<file path="src/rtl/sdc_pkg.sv">
package sdc_pkg;

  typedef enum logic [3:0] {
    CMD_NONE  = 4'd0,
    CMD_DESL  = 4'd1,
    CMD_NOP   = 4'd2,
    CMD_BST   = 4'd3,
    CMD_READ  = 4'd4,
    CMD_WRITE = 4'd5,
    CMD_ACT   = 4'd6,
    CMD_PRE   = 4'd7,
    CMD_PALL  = 4'd8,
    CMD_REF   = 4'd9,
    CMD_SELF  = 4'd10,
    CMD_MRS   = 4'd11
  } cmd_e;

  typedef enum logic [2:0] {
    BK_IDLE    = 3'd0,
    BK_OPENING = 3'd1,
    BK_OPEN    = 3'd2,
    BK_CLOSING = 3'd3,
    BK_REFRESH = 3'd4,
    BK_MODESET = 3'd5
  } bank_e;

  localparam int STATE_W = 3;

  // Map one sampled pin set to a command.
  function automatic cmd_e decode_pins(input logic valid, input logic cke,
                                       input logic cs_n, input logic ras_n,
                                       input logic cas_n, input logic we_n,
                                       input logic a10);
    cmd_e c;
    if (!valid)     c = CMD_NONE;
    else if (cs_n)  c = CMD_DESL;
    else begin
      case ({ras_n, cas_n, we_n})
        3'b111:  c = CMD_NOP;
        3'b110:  c = CMD_BST;
        3'b101:  c = CMD_READ;
        3'b100:  c = CMD_WRITE;
        3'b011:  c = CMD_ACT;
        3'b010:  c = a10 ? CMD_PALL : CMD_PRE;
        3'b001:  c = cke ? CMD_REF : CMD_SELF;
        default: c = CMD_MRS;
      endcase
    end
    return c;
  endfunction

  // A window of t valid edges ends on the (t-1)th edge after entry.
  function automatic int window_reload(input int t);
    return t - 1;
  endfunction

  function automatic logic is_timed(input bank_e s);
    return (s == BK_OPENING) || (s == BK_CLOSING) ||
           (s == BK_REFRESH) || (s == BK_MODESET);
  endfunction

  function automatic logic is_blocking(input bank_e s);
    return (s == BK_OPENING) || (s == BK_REFRESH) || (s == BK_MODESET);
  endfunction

endpackage

</file>
<file path="src/rtl/sdc_decode.sv">
module sdc_decode
  import sdc_pkg::*;
(
  input  logic valid_i,
  input  logic cke_i,
  input  logic cs_n_i,
  input  logic ras_n_i,
  input  logic cas_n_i,
  input  logic we_n_i,
  input  logic a10_i,
  output cmd_e cmd_o,
  output logic ap_o
);
  always_comb begin
    cmd_o = decode_pins(valid_i, cke_i, cs_n_i, ras_n_i, cas_n_i, we_n_i, a10_i);
    ap_o  = a10_i && ((cmd_o == CMD_READ) || (cmd_o == CMD_WRITE));
  end
endmodule

</file>
<file path="src/rtl/sdc_rules.sv">
module sdc_rules
  import sdc_pkg::*;
#(
  parameter int BANK_W = 2,
  localparam int NBANK = 1 << BANK_W
) (
  input  cmd_e                       cmd_i,
  input  logic [BANK_W-1:0]          bank_i,
  input  logic [NBANK*STATE_W-1:0]   states_i,
  output logic                       legal_o
);
  bank_e st [NBANK];
  bank_e tgt;
  logic  all_idle;
  logic  any_block;

  always_comb begin
    all_idle  = 1'b1;
    any_block = 1'b0;
    for (int i = 0; i < NBANK; i++) begin
      st[i]     = bank_e'(states_i[i*STATE_W +: STATE_W]);
      all_idle  = all_idle && (st[i] == BK_IDLE);
      any_block = any_block || is_blocking(st[i]);
    end
    tgt = st[bank_i];
    case (cmd_i)
      CMD_READ, CMD_WRITE:     legal_o = (tgt == BK_OPEN);
      CMD_ACT:                 legal_o = (tgt == BK_IDLE);
      CMD_PRE:                 legal_o = (tgt == BK_IDLE) || (tgt == BK_OPEN) ||
                                         (tgt == BK_CLOSING);
      CMD_PALL:                legal_o = !any_block;
      CMD_REF, CMD_SELF,
      CMD_MRS:                 legal_o = all_idle;
      default:                 legal_o = 1'b1;
    endcase
  end
endmodule

</file>
<file path="src/rtl/sdc_bank.sv">
module sdc_bank
  import sdc_pkg::*;
#(
  parameter int BANK_W  = 2,
  parameter int BANK_ID = 0,
  parameter int T_RCD   = 3,
  parameter int T_RP    = 3,
  parameter int T_RC    = 6,
  parameter int T_RSC   = 2,
  parameter int CW      = 4
) (
  input  logic              clk,
  input  logic              rst,
  input  logic              en_i,
  input  cmd_e              cmd_i,
  input  logic [BANK_W-1:0] bank_i,
  input  logic              ap_i,
  input  logic              legal_i,
  output bank_e             state_o
);
  bank_e          st;
  logic [CW-1:0]  cnt;
  logic           hit;
  logic           start;
  bank_e          start_st;
  logic [CW-1:0]  start_cnt;
  logic           win_done;

  assign hit      = legal_i && (bank_i == BANK_W'(BANK_ID));
  assign win_done = (cnt <= CW'(1));

  always_comb begin
    start     = 1'b0;
    start_st  = st;
    start_cnt = cnt;
    if (legal_i) begin
      case (cmd_i)
        CMD_ACT: if (hit) begin
          start = 1'b1; start_st = BK_OPENING; start_cnt = CW'(window_reload(T_RCD));
        end
        CMD_READ, CMD_WRITE: if (hit && ap_i) begin
          start = 1'b1; start_st = BK_CLOSING; start_cnt = CW'(window_reload(T_RP));
        end
        CMD_PRE: if (hit && st == BK_OPEN) begin
          start = 1'b1; start_st = BK_CLOSING; start_cnt = CW'(window_reload(T_RP));
        end
        CMD_PALL: if (st == BK_OPEN) begin
          start = 1'b1; start_st = BK_CLOSING; start_cnt = CW'(window_reload(T_RP));
        end
        CMD_REF, CMD_SELF: begin
          start = 1'b1; start_st = BK_REFRESH; start_cnt = CW'(window_reload(T_RC));
        end
        CMD_MRS: begin
          start = 1'b1; start_st = BK_MODESET; start_cnt = CW'(window_reload(T_RSC));
        end
        default: ;
      endcase
    end
  end

  always_ff @(posedge clk) begin
    if (rst) begin
      st  <= BK_IDLE;
      cnt <= '0;
    end else if (en_i) begin
      if (start) begin
        st  <= start_st;
        cnt <= start_cnt;
      end else if (is_timed(st)) begin
        if (win_done) begin
          st  <= (st == BK_OPENING) ? BK_OPEN : BK_IDLE;
          cnt <= '0;
        end else begin
          cnt <= cnt - CW'(1);
        end
      end
    end
  end

  assign state_o = st;

  AST_OPENING_GOES_OPEN: assert property (@(posedge clk) disable iff (rst)
    (st == BK_OPENING) |=> (st == BK_OPENING || st == BK_OPEN));
  AST_CLOSING_GOES_IDLE: assert property (@(posedge clk) disable iff (rst)
    (st == BK_CLOSING) |=> (st == BK_CLOSING || st == BK_IDLE));
  AST_MODESET_GOES_IDLE: assert property (@(posedge clk) disable iff (rst)
    (st == BK_MODESET) |=> (st == BK_MODESET || st == BK_IDLE));
  AST_HOLD_WITHOUT_CLOCK: assert property (@(posedge clk) disable iff (rst)
    !en_i |=> ($stable(st) && $stable(cnt)));
endmodule

</file>
<file path="src/rtl/sdram_cmd_tracker.sv">
module sdram_cmd_tracker
  import sdc_pkg::*;
#(
  parameter int BANK_W      = 2,
  parameter int ADDR_REST_W = 11,
  parameter int T_RCD       = 3,
  parameter int T_RP        = 3,
  parameter int T_RC        = 6,
  parameter int T_RSC       = 2
) (
  input  logic                         clk,
  input  logic                         rst,
  input  logic                         cke_prev,
  input  logic                         cke,
  input  logic                         cs_n,
  input  logic                         ras_n,
  input  logic                         cas_n,
  input  logic                         we_n,
  input  logic [BANK_W-1:0]            ba,
  input  logic                         a10,
  input  logic [ADDR_REST_W-1:0]       addr_rest,
  output logic [3:0]                   cmd_code,
  output logic [BANK_W-1:0]            cmd_bank,
  output logic                         auto_pre,
  output logic [(1<<BANK_W)*3-1:0]     bank_state,
  output logic                         illegal
);
  localparam int NBANK  = 1 << BANK_W;
  localparam int T_MAX1 = (T_RCD > T_RP) ? T_RCD : T_RP;
  localparam int T_MAX2 = (T_RC > T_RSC) ? T_RC : T_RSC;
  localparam int T_MAX  = (T_MAX1 > T_MAX2) ? T_MAX1 : T_MAX2;
  localparam int CW     = $clog2(T_MAX + 1);

  cmd_e  cmd_now;
  logic  ap_now;
  logic  legal_now;
  bank_e st [NBANK];
  logic [NBANK*STATE_W-1:0] st_flat;

  cmd_e              cmd_q;
  logic [BANK_W-1:0] bank_q;
  logic              ap_q;
  logic              illegal_q;

  logic unused_addr_bits;
  assign unused_addr_bits = ^addr_rest;

  sdc_decode u_dec (
    .valid_i (cke_prev),
    .cke_i   (cke),
    .cs_n_i  (cs_n),
    .ras_n_i (ras_n),
    .cas_n_i (cas_n),
    .we_n_i  (we_n),
    .a10_i   (a10),
    .cmd_o   (cmd_now),
    .ap_o    (ap_now)
  );

  sdc_rules #(.BANK_W(BANK_W)) u_rules (
    .cmd_i    (cmd_now),
    .bank_i   (ba),
    .states_i (st_flat),
    .legal_o  (legal_now)
  );

  for (genvar g = 0; g < NBANK; g++) begin : g_bank
    sdc_bank #(
      .BANK_W (BANK_W), .BANK_ID(g), .T_RCD(T_RCD), .T_RP(T_RP),
      .T_RC   (T_RC),   .T_RSC (T_RSC), .CW(CW)
    ) u_bank (
      .clk     (clk),
      .rst     (rst),
      .en_i    (cke_prev),
      .cmd_i   (cmd_now),
      .bank_i  (ba),
      .ap_i    (ap_now),
      .legal_i (legal_now),
      .state_o (st[g])
    );
    assign st_flat[g*STATE_W +: STATE_W] = st[g];
  end

  always_ff @(posedge clk) begin
    if (rst) begin
      cmd_q     <= CMD_NONE;
      bank_q    <= '0;
      ap_q      <= 1'b0;
      illegal_q <= 1'b0;
    end else begin
      cmd_q     <= cmd_now;
      bank_q    <= ba;
      ap_q      <= ap_now;
      illegal_q <= !legal_now;
    end
  end

  assign cmd_code   = cmd_q;
  assign cmd_bank   = bank_q;
  assign auto_pre   = ap_q;
  assign illegal    = illegal_q;
  assign bank_state = st_flat;

  AST_QUIET_COMMANDS_LEGAL: assert property (@(posedge clk) disable iff (rst)
    illegal_q |-> (cmd_q != CMD_NONE && cmd_q != CMD_DESL &&
                   cmd_q != CMD_NOP && cmd_q != CMD_BST));
  AST_REFRESH_ALL_BANKS: assert property (@(posedge clk) disable iff (rst)
    ((cmd_q == CMD_REF || cmd_q == CMD_SELF) && !illegal_q) |->
      (st[0] == BK_REFRESH && st[NBANK-1] == BK_REFRESH));
  AST_PLAIN_ACCESS_STAYS_OPEN: assert property (@(posedge clk) disable iff (rst)
    ((cmd_q == CMD_READ || cmd_q == CMD_WRITE) && !illegal_q && !ap_q) |->
      (st[bank_q] == BK_OPEN));
  AST_LEGAL_ACT_OPENS: assert property (@(posedge clk) disable iff (rst)
    (cmd_q == CMD_ACT && !illegal_q) |-> (st[bank_q] == BK_OPENING));
endmodule

</file>
<file path="config.mk">
export PLATFORM = sky130hd
export DESIGN_NAME = sdram_cmd_tracker
export DESIGN_NICKNAME = d
export VERILOG_FILES = /design/src/rtl/sdc_pkg.sv /design/src/rtl/sdc_decode.sv /design/src/rtl/sdc_rules.sv /design/src/rtl/sdc_bank.sv /design/src/rtl/sdram_cmd_tracker.sv
export SDC_FILE = /design/constraint.sdc
export NUM_CORES = 1
export LEC_CHECK = 0
export BUFFER_PORTS_ARGS = -buffer_cell sky130_fd_sc_hd__buf_4
export CAP_MARGIN = 20
export CORE_MARGIN = 1.5
export CORE_UTILIZATION = 54
export DETAILED_ROUTE_END_ITERATION = 12
export PLACE_DENSITY = 0.79
export RECOVER_POWER = 100
export SKIP_CTS_REPAIR_TIMING = 1
export SYNTH_ARGS = -nofsm -noshare
export SYNTH_HDL_FRONTEND = slang
export SYNTH_SLANG_ARGS = --single-unit
export TNS_END_PERCENT = 5
</file>
<file path="constraint.sdc">
create_clock -name clk -period 4.08 [get_ports clk]
set_clock_uncertainty 0.15 [all_clocks]
set_input_delay 0.816 -clock clk [delete_from_list [all_inputs] [get_ports clk]]
set_output_delay 0.816 -clock clk [all_outputs]
set_load 0.03 [all_outputs]
</file>
Word level (Yosys, flattened, before mapping)
Index checks and enable logic that the tools add are counted.
{ "op_classes": {"mux": 109, "shift": 0, "n_div": 0, "bitwise": 1, "n_addsub": 4, "order_cmp": 5, "mul": 0, "reduce_logical": 69, "n_eq_ne": 64} }
{ "op_table": {"columns": ["op", "n"], "rows": [
  ["$mux 3", 66],
  ["$pmux 3 s6", 8],
  ["$eq 3x2->1 const B", 12],
  ["$eq 3x3->1 const B", 12],
  ["$ne 3x3->1 const B", 12],
  ["$reduce_and 9->1", 4],
  ["$reduce_and 8->1", 4],
  ["$ne 7x7->1 const B", 4],
  ["$pmux 4 s7", 1],
  ["$logic_or 1x1->1", 26],
  ["$pmux 1 s5", 5],
  ["$mux 1", 20],
  ["$eq 4x3->1 const B", 4],
  ["$eq 4x4->1 const B", 4],
  ["$logic_and 1x1->1", 16],
  ["$reduce_bool 2->1", 8],
  ["$eq 3x1->1 const B", 5],
  ["$logic_not 3->1", 5],
  ["$le 3x1->1 const B", 4],
  ["$mux 4", 3],
  ["$ne 3x2->1 const B", 4],
  ["$sub 3x1->3 const B", 4],
  ["$mux 2", 5],
  ["$bmux 3 s2", 1],
  ["10 further kinds", 15]
]} }
{ "word_totals": {"regBits": 32, "latch_bits": 0, "ramBits": 0, "inputBits": 22, "mem_count": 0, "mem_bits_ro": 0, "word_cells": 264} }

Depth between registers and ports, before layout
Gate-level depths: netlist (run 1).
{ "logic_depth": {"word_depth": 15, "ltp_mapped": 8, "ltp_nobuf": 7} }

By module
A second synthesis (run 1) with hierarchy kept.
{ "unflattened": {"hier_cells": 333, "hier_area_um2": 2708.8} }
{ "modules_own_cells": {"columns": ["mod", "cells_each", "seq_area_each_um2", "instances", "area_each_um2"], "rows": [
  ["sdc_bank at g_bank[1].u_bank ...", 72, 120.1, 2, 566.8],
  ["sdc_bank at g_bank[3].u_bank", 71, 120.1, 1, 591.8],
  ["sdc_bank at g_bank[0].u_bank", 62, 120.1, 1, 483.0],
  ["sdram_cmd_tracker", 16, 160.2, 1, 207.7],
  ["sdc_rules", 22, 0.0, 1, 191.4],
  ["sdc_decode", 18, 0.0, 1, 101.3]
]} }

Worst setup path before layout (run 1)
No wires, ideal clock.
{ "synth_path": {"path_type": "input port to flip-flop", "from": "in ba[0]", "to": "reg g_bank[0].u_bank.cnt[2]", "slack_ns": 1.148, "setup_ns": 0.126, "stages": 8, "arrival_time_ns": 2.655, "required_time_ns": 3.804, "n_path_buf": 1, "cell_sequence": "buf_6 mux4_2 a211o_1 a211oi_2 nor4_4 or2_4 a41oi_1 o32ai_1"} }
{ "synth_via": {"elab_chain_len": 15, "word_cells_on_any_way": 28, "cone_classes": "eq/ne: 8; mux: 10; bitwise: 1; reduce/logical: 9"} }
{ "synth_lines": {"columns": ["item", "line_no", "text"], "rows": [
  ["from (decl)", "sdram_cmd_tracker.sv:19", "input logic [BANK_W-1:0] ba,"],
  ["$not 2->3 (implied by the code)", "sdc_rules.sv:25", "tgt = st[bank_i];"],
  ["$bmux 3 s2", "sdc_rules.sv:25", null],
  ["$mux 3 (implied by the code) (2 in a row)", "sdc_rules.sv:25", null],
  ["$eq 3x2->1 / $logic_not 3->1 (equally long branches)", "sdc_rules.sv:27, sdc_rules.sv:29, sdc_rules.sv:28", null],
  ["$logic_or 1x1->1 (2 in a row)", "sdc_rules.sv:29", "CMD_PRE: legal_o = (tgt == BK_IDLE) || (tgt == BK_OPEN) ||"],
  ["$pmux 1 s5", "sdc_rules.sv:26", "case (cmd_i)"],
  ["$logic_and 1x1->1", "sdc_bank.sv:29", "assign hit = legal_i && (bank_i == BANK_W'(BANK_ID));"],
  ["$logic_and 1x1->1, on equally long branches", "sdc_bank.sv:44, sdc_bank.sv:41", null],
  ["$mux 1, on equally long branches", "sdc_bank.sv:44, sdc_bank.sv:41", null],
  ["$pmux 1 s5", "sdc_bank.sv:37", "case (cmd_i)"],
  ["$mux 1", "sdc_bank.sv:36", "if (legal_i) begin"],
  ["$ne 7x7->1 (no source line), or another cell as far along", null, null],
  ["$reduce_and 8->1 (no source line)", null, null],
  ["to (signal assigned)", "sdc_bank.sv:68", "cnt <= start_cnt;"],
  ["to (signal assigned)", "sdc_bank.sv:74", "cnt <= cnt - CW'(1);"],
  ["to (decl)", "sdc_bank.sv:22", "logic [CW-1:0] cnt;"]
]} }
Several ways; a longest one is shown, not always the timed one. The select of a mux whose other input is x is not followed.
A chain may end at the register's enable or synchronous reset.

Worst setup path in the final report (run 1)
{ "layout_path": {"from": "in cke_prev", "to": "reg g_bank[3].u_bank.cnt[2]"} }
{ "layout_via": {"elab_chain_len": 11, "word_cells_on_any_way": 34, "cone_classes": "eq/ne: 14; mux: 10; reduce/logical: 10"} }
{ "layout_lines": {"columns": ["item", "line_no", "text"], "rows": [
  ["from (decl)", "sdram_cmd_tracker.sv:13", "input logic cke_prev,"],
  ["$mux 4", "sdc_pkg.sv:35", "if (!valid) c = CMD_NONE;"],
  ["$eq 4x4->1 / $eq 4x3->1 (equally long branches)", "sdc_rules.sv:26, sdc_bank.sv:37, sdc_decode.sv:16", null],
  ["$reduce_or 3->1 (no source line) / $reduce_or 2->1 (equally long branches)", null, null],
  ["$pmux 1 s5", "sdc_rules.sv:26", null],
  ["$logic_and 1x1->1", "sdc_bank.sv:29", null],
  ["$logic_and 1x1->1, on equally long branches", "sdc_bank.sv:44, sdc_bank.sv:41", null],
  ["$mux 1, on equally long branches", "sdc_bank.sv:44, sdc_bank.sv:41", null],
  ["$pmux 1 s5", "sdc_bank.sv:37", null],
  ["$mux 1", "sdc_bank.sv:36", null],
  ["$ne 7x7->1 (no source line), or another cell as far along", null, null],
  ["$reduce_and 8->1 (no source line)", null, null],
  ["to (signal assigned)", "sdc_bank.sv:68", null],
  ["to (signal assigned)", "sdc_bank.sv:74", null],
  ["to (decl)", "sdc_bank.sv:22", null]
]} }
Several ways; a longest one is shown, not always the timed one. The select of a mux whose other input is x is not followed.

==> results of run 1 <==
-- layout by cell type (no fill, tap or decap), types with 2 or more instances in the layout --
master / count
nor2_1: 35
dfxtp_1: 32
a21oi_1: 25
nand2_1: 25
clkbuf_1: 21
inv_1: 13
nand2b_1: 9
buf_4: 9
ha_1: 8
nor2b_1: 7
a211oi_1: 7
o21ai_0: 7
clkbuf_8: 6
nand3b_1: 5
nand3_1: 5
a21o_1: 4
nor4_1: 4
or2_2: 4
nand4b_1: 4
xor2_1: 4
o22ai_1: 3
mux2i_1: 3
a22oi_1: 3
and2_1: 3
a221oi_1: 3
a41oi_1: 3
o32ai_1: 3
or4_1: 2
mux4_2: 2
nor3b_1: 2
or2_4: 2
o221ai_1: 2
o21ai_1: 2
nor3_1: 2
a21boi_0: 2
clkinv_2: 2
-- per-stage QoR --
stage          hold slack (ps)  instances  util [%]  total power, µW
4_1_cts                    325        342      65.8              688
6_report                   321        342      62.7              677
3_3_place_gp               307        334      63.3              434
3_5_place_dp               314        334      63.3              436
5_1_grt                    366        342      62.7              710
2_1_floorplan              296        269         -              408
-- registers in the layout, summed over array words and instances (netlist names) --
name	count
g_bank.u_bank.cnt	12
g_bank.u_bank.state_o	12
cmd_code	4
cmd_bank	2
auto_pre	1
illegal	1
-- worst min-delay path, stage by stage (launching register included) --
cell and delay, ps:
dfxtp_1 310, nand2b_1 60, a21oi_1 50
-- power by group --
part | switching, µW | internal (µW) | total, µW
registers | 4.91 | 319 | 323
clock network | 119 | 135 | 254
logic | 64.6 | 35.0 | 99.6
total | 189 | 488 | 677
-- cell families (layout without fill, tap and decap cells) --
logic type	count (synthesis)	in the layout	share of synthesized area, %
simple gates	119	119	30.3
buf+inv	26	51	5.42
compound gates	75	75	25.1
xor+xnor	4	4	1.61
fa+ha+maj	8	8	4.61
mux	5	5	3.46
flops	32	32	29.5
-- synthesized netlist by cell type, drive strengths merged, types with 5 or more instances --
master  number
a211oi       8
a21oi       26
buf          6
clkbuf       7
dfxtp       32
ha           8
inv         13
nand2       25
nand2b       9
nand3        5
nand3b       5
nor2        35
nor2b        7
nor4         5
o21ai        9
or2          7
-- routing by layer --
layer	vias to the layer above	share of wire, %
li1	1023	-
met4	0	1.5
met5	-	0
met1	971	46
met2	83	46
met3	10	6.4
-- cell type report --
class	instances	area (µm²)
clock buffers	6	82.6
clock inverters	2	10.0
fillers	360	1410
inverters	13	48.8
multi-input cells	211	1380
flip-flops and latches	32	641
well taps	48	60.1
repair buffers	30	146
-- worst paths after layout --
check	end	slack (ps)	depth (start not counted)
setup / recovery	g_bank[3].u_bank.cnt[2]	540	8
hold / removal	g_bank[1].u_bank.cnt[1]	320	2
setup reg to reg	g_bank[3].u_bank.cnt[2]	950	7
hold reg to reg	g_bank[1].u_bank.cnt[1]	320	2
==> results.tsv, run 1 <==
stage	metric	value	unit
place	gp_congestion	0.927	
critical_path	cpLargestDelayFamily	simple AND/OR/NAND/NOR gates	
critical_path	required	4040	ps
floorplan	core_area	3770	µm²
logic_synthesis	mappedNetlistNets	299	
finish	area_delta_synth_final	8.99	%
clock_network	htree_levels	2	
global_route	antenna_found_initial	0	
critical_path	slowest_delay	630	ps
route	wl	5.24	mm
logic_synthesis	yosys-top-cells-area	dfxtp_1 30%, nor2_1 6.1%, a21oi_1 5.8%	
floorplan	ioPinCount	42	
timing	setup_slack	542	ps
logic_synthesis	synth_warnings	0	
run_status	status	complete, no violations	
timing	report.final.slew_viol_count	0	
clock_network	cts_num_sinks	32	
timing	setup_viol	0	
route	dr.pass1.iters	4	
finish	drive_gt1_share	10.5	%
timing	hold_violations	0	
finish	nNetsFinal	323	
critical_path	critPathArrivalTime	3500	ps
logic_synthesis	yosys.area.top_type	dfxtp_1	
logic_synthesis	syn-cell-area	2170	µm²
clock_network	root_buffer	clkbuf_8	
clock_network	cts_tree	done	
flow_run	cap_violations	0	
logic_synthesis	synth_edf_count	0	
route	vias	2087	
global_route	grt-ovfl-total	0	
global_route	grt_usage	26.0	%
global_route	grt_max_degree	32	
critical_path	crit_slowest_cell	and4_1	
place	placed_area	2390	µm²
global_route	use_met3	5.62	%
floorplan	num_rows	22	
critical_path	cp_max_fo	31	
route	routedWlPerCell	15.3	µm
logic_synthesis	ys_async_sr_fraction	0	%
logic_synthesis	synthFlopType	dfxtp_1	
critical_path	crit_chain	buf_4 > or3b_1 > a2111oi_0 > and4_1 > nor4_2 > or2_4 > a41oi_1 > o32ai_1	
timing	rsz0062_at_grt	false	
timing	period_share	86.7	%
critical_path	cp.buffers_inverters	1	
floorplan	die-area	4410	µm²
power	peakVddDrop	0.346	mV
power	powerDensity	286	nW/µm²
logic_synthesis	synthCells	269	
logic_synthesis	yosysTopAreaCellShare	29.5	%
hold_path	min_from	g_bank[1].u_bank.cnt[1]	
critical_path	start_kind	input pin	
timing	maxSlewHeadroom	16.3	%
global_route	top_usage_layer	met2	
floorplan	die_h	66.4	µm
place	hpwl	3.76	mm
route	drc	0	
clock_network	cts.clk_slew.worst_paths	70	ps
route	avgViaCountPerCell	6.10	
logic_synthesis	ys_seq_area_share	29.5	%
logic_synthesis	ys_types	57	
power	power_leakage	0.000822	µW
critical_path	worstSetupEndpointType	register	
clock_network	numCtsBuffers	5	
global_route	grt_pass1_vias	1786	
logic_synthesis	syn_avg_cell_area	8.07	µm²
clock_network	cts_buffer_depth	2	
critical_path	worstReg2RegStart	g_bank[0].u_bank.state_o[2]	
floorplan	start_util	57.6	%
critical_path	setup.worst_path.start	cke_prev	
route	antenna_left	0	
critical_path	criticalPathCategory	input pin to register	
finish	stdcell_area	2370	µm²
timing	worst_pin_slew	1260	ps
finish	diodes	0	
logic_synthesis	ys_ff_latch	32	
route	drt-initial-drc-count	193	
timing	fmax	283	MHz
clock_network	clk_latency	280	ps
global_route	use_met1	35.1	%
hold_path	hold_class	register to register	
timing	finalSetupTns	0	ps
timing	finalCriticalPeriod	3540	ps
global_route	gr-usage-met2	41.4	%
place	portBuffers	30	
place	post-place-ws	534	ps
global_route	grt_pass1_wl	8.73	mm
floorplan	fp.dieW	66.4	µm
Power figures use the tool's default switching activity.
==> run 2, diff against run 1 <==
--- a/config.mk
+++ b/config.mk
@@ -10,6 +10,7 @@
 export CORE_MARGIN = 1.5
 export CORE_UTILIZATION = 54
 export DETAILED_ROUTE_END_ITERATION = 12
+export MAX_ROUTING_LAYER = met4
 export PLACE_DENSITY = 0.79
 export RECOVER_POWER = 100
 export SKIP_CTS_REPAIR_TIMING = 1
==> results.tsv, run 2 (same netlist as run 1, synthesis figures left out) <==
stage	metric	value	unit
run_status	status	complete, no violations	
global_route	gr-usage-met2	41.1	%
place	gp_congestion	0.944	
timing	period_share	85.5	%
critical_path	crit_chain	buf_4 > or3b_1 > a2111oi_0 > and4_1 > nor4_2 > or2_0 > a41oi_1 > o32ai_1	
clock_network	numCtsBuffers	5	
timing	fmax	287	MHz
floorplan	fp.dieW	66.4	µm
clock_network	root_buffer	clkbuf_8	
global_route	grt-ovfl-total	0	
finish	num-fill-cells	353	
timing	rsz0062_at_grt	false	
global_route	use_met3	4.26	%
finish	nNetsFinal	323	
timing	worst_pin_slew	1280	ps
place	portBuffers	30	
route	dr.pass1.iters	4	
timing	setup_viol	0	
floorplan	ioPinCount	42	
critical_path	cp.buffers_inverters	1	
power	p_comb_share	13.7	%
floorplan	core_area	3770	µm²
power	peakVddDrop	0.195	mV
floorplan	num_rows	22	
power	p_sw	190	µW
clock_network	htree_levels	2	
clock_network	clk_latency	290	ps
power	powerDensity	304	nW/µm²
finish	diodes	0	
finish	area_delta_synth_final	9.91	%
flow_run	cap_violations	0	
timing	finalCriticalPeriod	3490	ps
global_route	top_usage_layer	met2	
timing	hold_violations	0	
clock_network	cts_num_sinks	32	
critical_path	worstSetupEndpointType	register	
clock_network	cts.clk_slew.worst_paths	70	ps
timing	report.final.slew_viol_count	0	
power	netSwitchingFraction	26.2	%
finish	final_common_cell	nor2_1	
clock_network	cts_buffer_depth	2	
critical_path	criticalPathCategory	input pin to register	
power	intPower	535	µW
route	routedWlPerCell	15.1	µm
floorplan	die_h	66.4	µm
power	power_frac_seq	44.7	%
critical_path	required	4100	ps
finish	mostFrequentLayoutCells	35 x nor2_1, 32 x dfxtp_1, 25 x a21oi_1, 25 x nand2_1, 22 x clkbuf_1	
route	antenna_left	0	
route	drt-initial-drc-count	211	
critical_path	start_kind	input pin	
timing	maxSlewHeadroom	14.4	%
critical_path	crit_slowest_cell	and4_1	
clock_network	cts_tree	done	
route	avgViaCountPerCell	5.96	
global_route	grt_usage	27.0	%
global_route	grt_max_degree	32	
critical_path	cp_max_fo	31	
route	drc	0	
timing	finalSetupTns	0	ps
global_route	grt_pass1_wl	8.89	mm
place	hpwl	3.68	mm
critical_path	slowest_delay	610	ps
critical_path	cpLargestDelayFamily	simple AND/OR/NAND/NOR gates	
power	power_leakage	0.000825	µW
route	vias	2040	
critical_path	critPathArrivalTime	3510	ps
power	power_frac_clock	41.6	%
floorplan	die-area	4410	µm²
global_route	antenna_found_initial	0	
global_route	use_met1	35.2	%
global_route	grt_pass1_vias	1890	
place	placed_area	2390	µm²
floorplan	start_util	57.6	%
hold_path	hold_class	register to register	
route	wl	5.17	mm
finish	drive_gt1_share	10.2	%
finish	stdcell_area	2390	µm²
critical_path	ff2ff_setup_slack	970	ps
[run 2: layout make-up]
class / count / area, µm² / area share (%)
clock buffers: 6 / 72.6 / 3.04
clock inverters: 2 / 35.0 / 1.47
inverters: 13 / 48.8 / 2.05
multi-input cells: 211 / 1380 / 57.9
flip-flops and latches: 32 / 641 / 26.8
well taps: 48 / 60.1 / 2.52
repair buffers: 30 / 146 / 6.14
[run 2: path summary, 6_finish.rpt]
path,depth (start not counted),start,end
setup / recovery,8,cke_prev,g_bank[0].u_bank.cnt[2]
hold / removal,2,g_bank[1].u_bank.cnt[1],g_bank[1].u_bank.cnt[1]
setup reg to reg,7,g_bank[0].u_bank.state_o[2],g_bank[0].u_bank.cnt[2]
hold reg to reg,2,g_bank[1].u_bank.cnt[1],g_bank[1].u_bank.cnt[1]
[run 2: metrics by stage]
stage                     hold slack [ps]  total power (µW)  instances  setup WS, ps  util [%]
after floorplan                       296               408        269          1150         -
after global placement                307               434        334           633      63.3
after detailed placement              314               436        334           613      63.3
after CTS                             325               735        342           905      66.2
after global routing                  377               754        342           379      63.3
final                                 326               725        342           590      63.3
[run 2: worst min-delay path: cells and delay by family (launching register included)]
kind	cells	cell delay, ps
flops	1	310
compound gates	1	60
simple gates	1	60
[run 2: routing by layer]
| layer | wire, µm | part of all wire [%] |
|---|---|---|
| met1 | 2480 | 48 |
| met2 | 2340 | 45 |
| met3 | 242 | 4.7 |
| met4 | 110 | 2.1 |
| met5 | 0 | 0 |
[run 2: power groups by stage]
stage,logic (µW),clock network (µW),registers (µW)
after global routing,111,319,324
after global placement,103,0,330
final,99.5,302,324
after detailed placement,105,0,331
after floorplan,68.7,0,339
after CTS,105,306,324
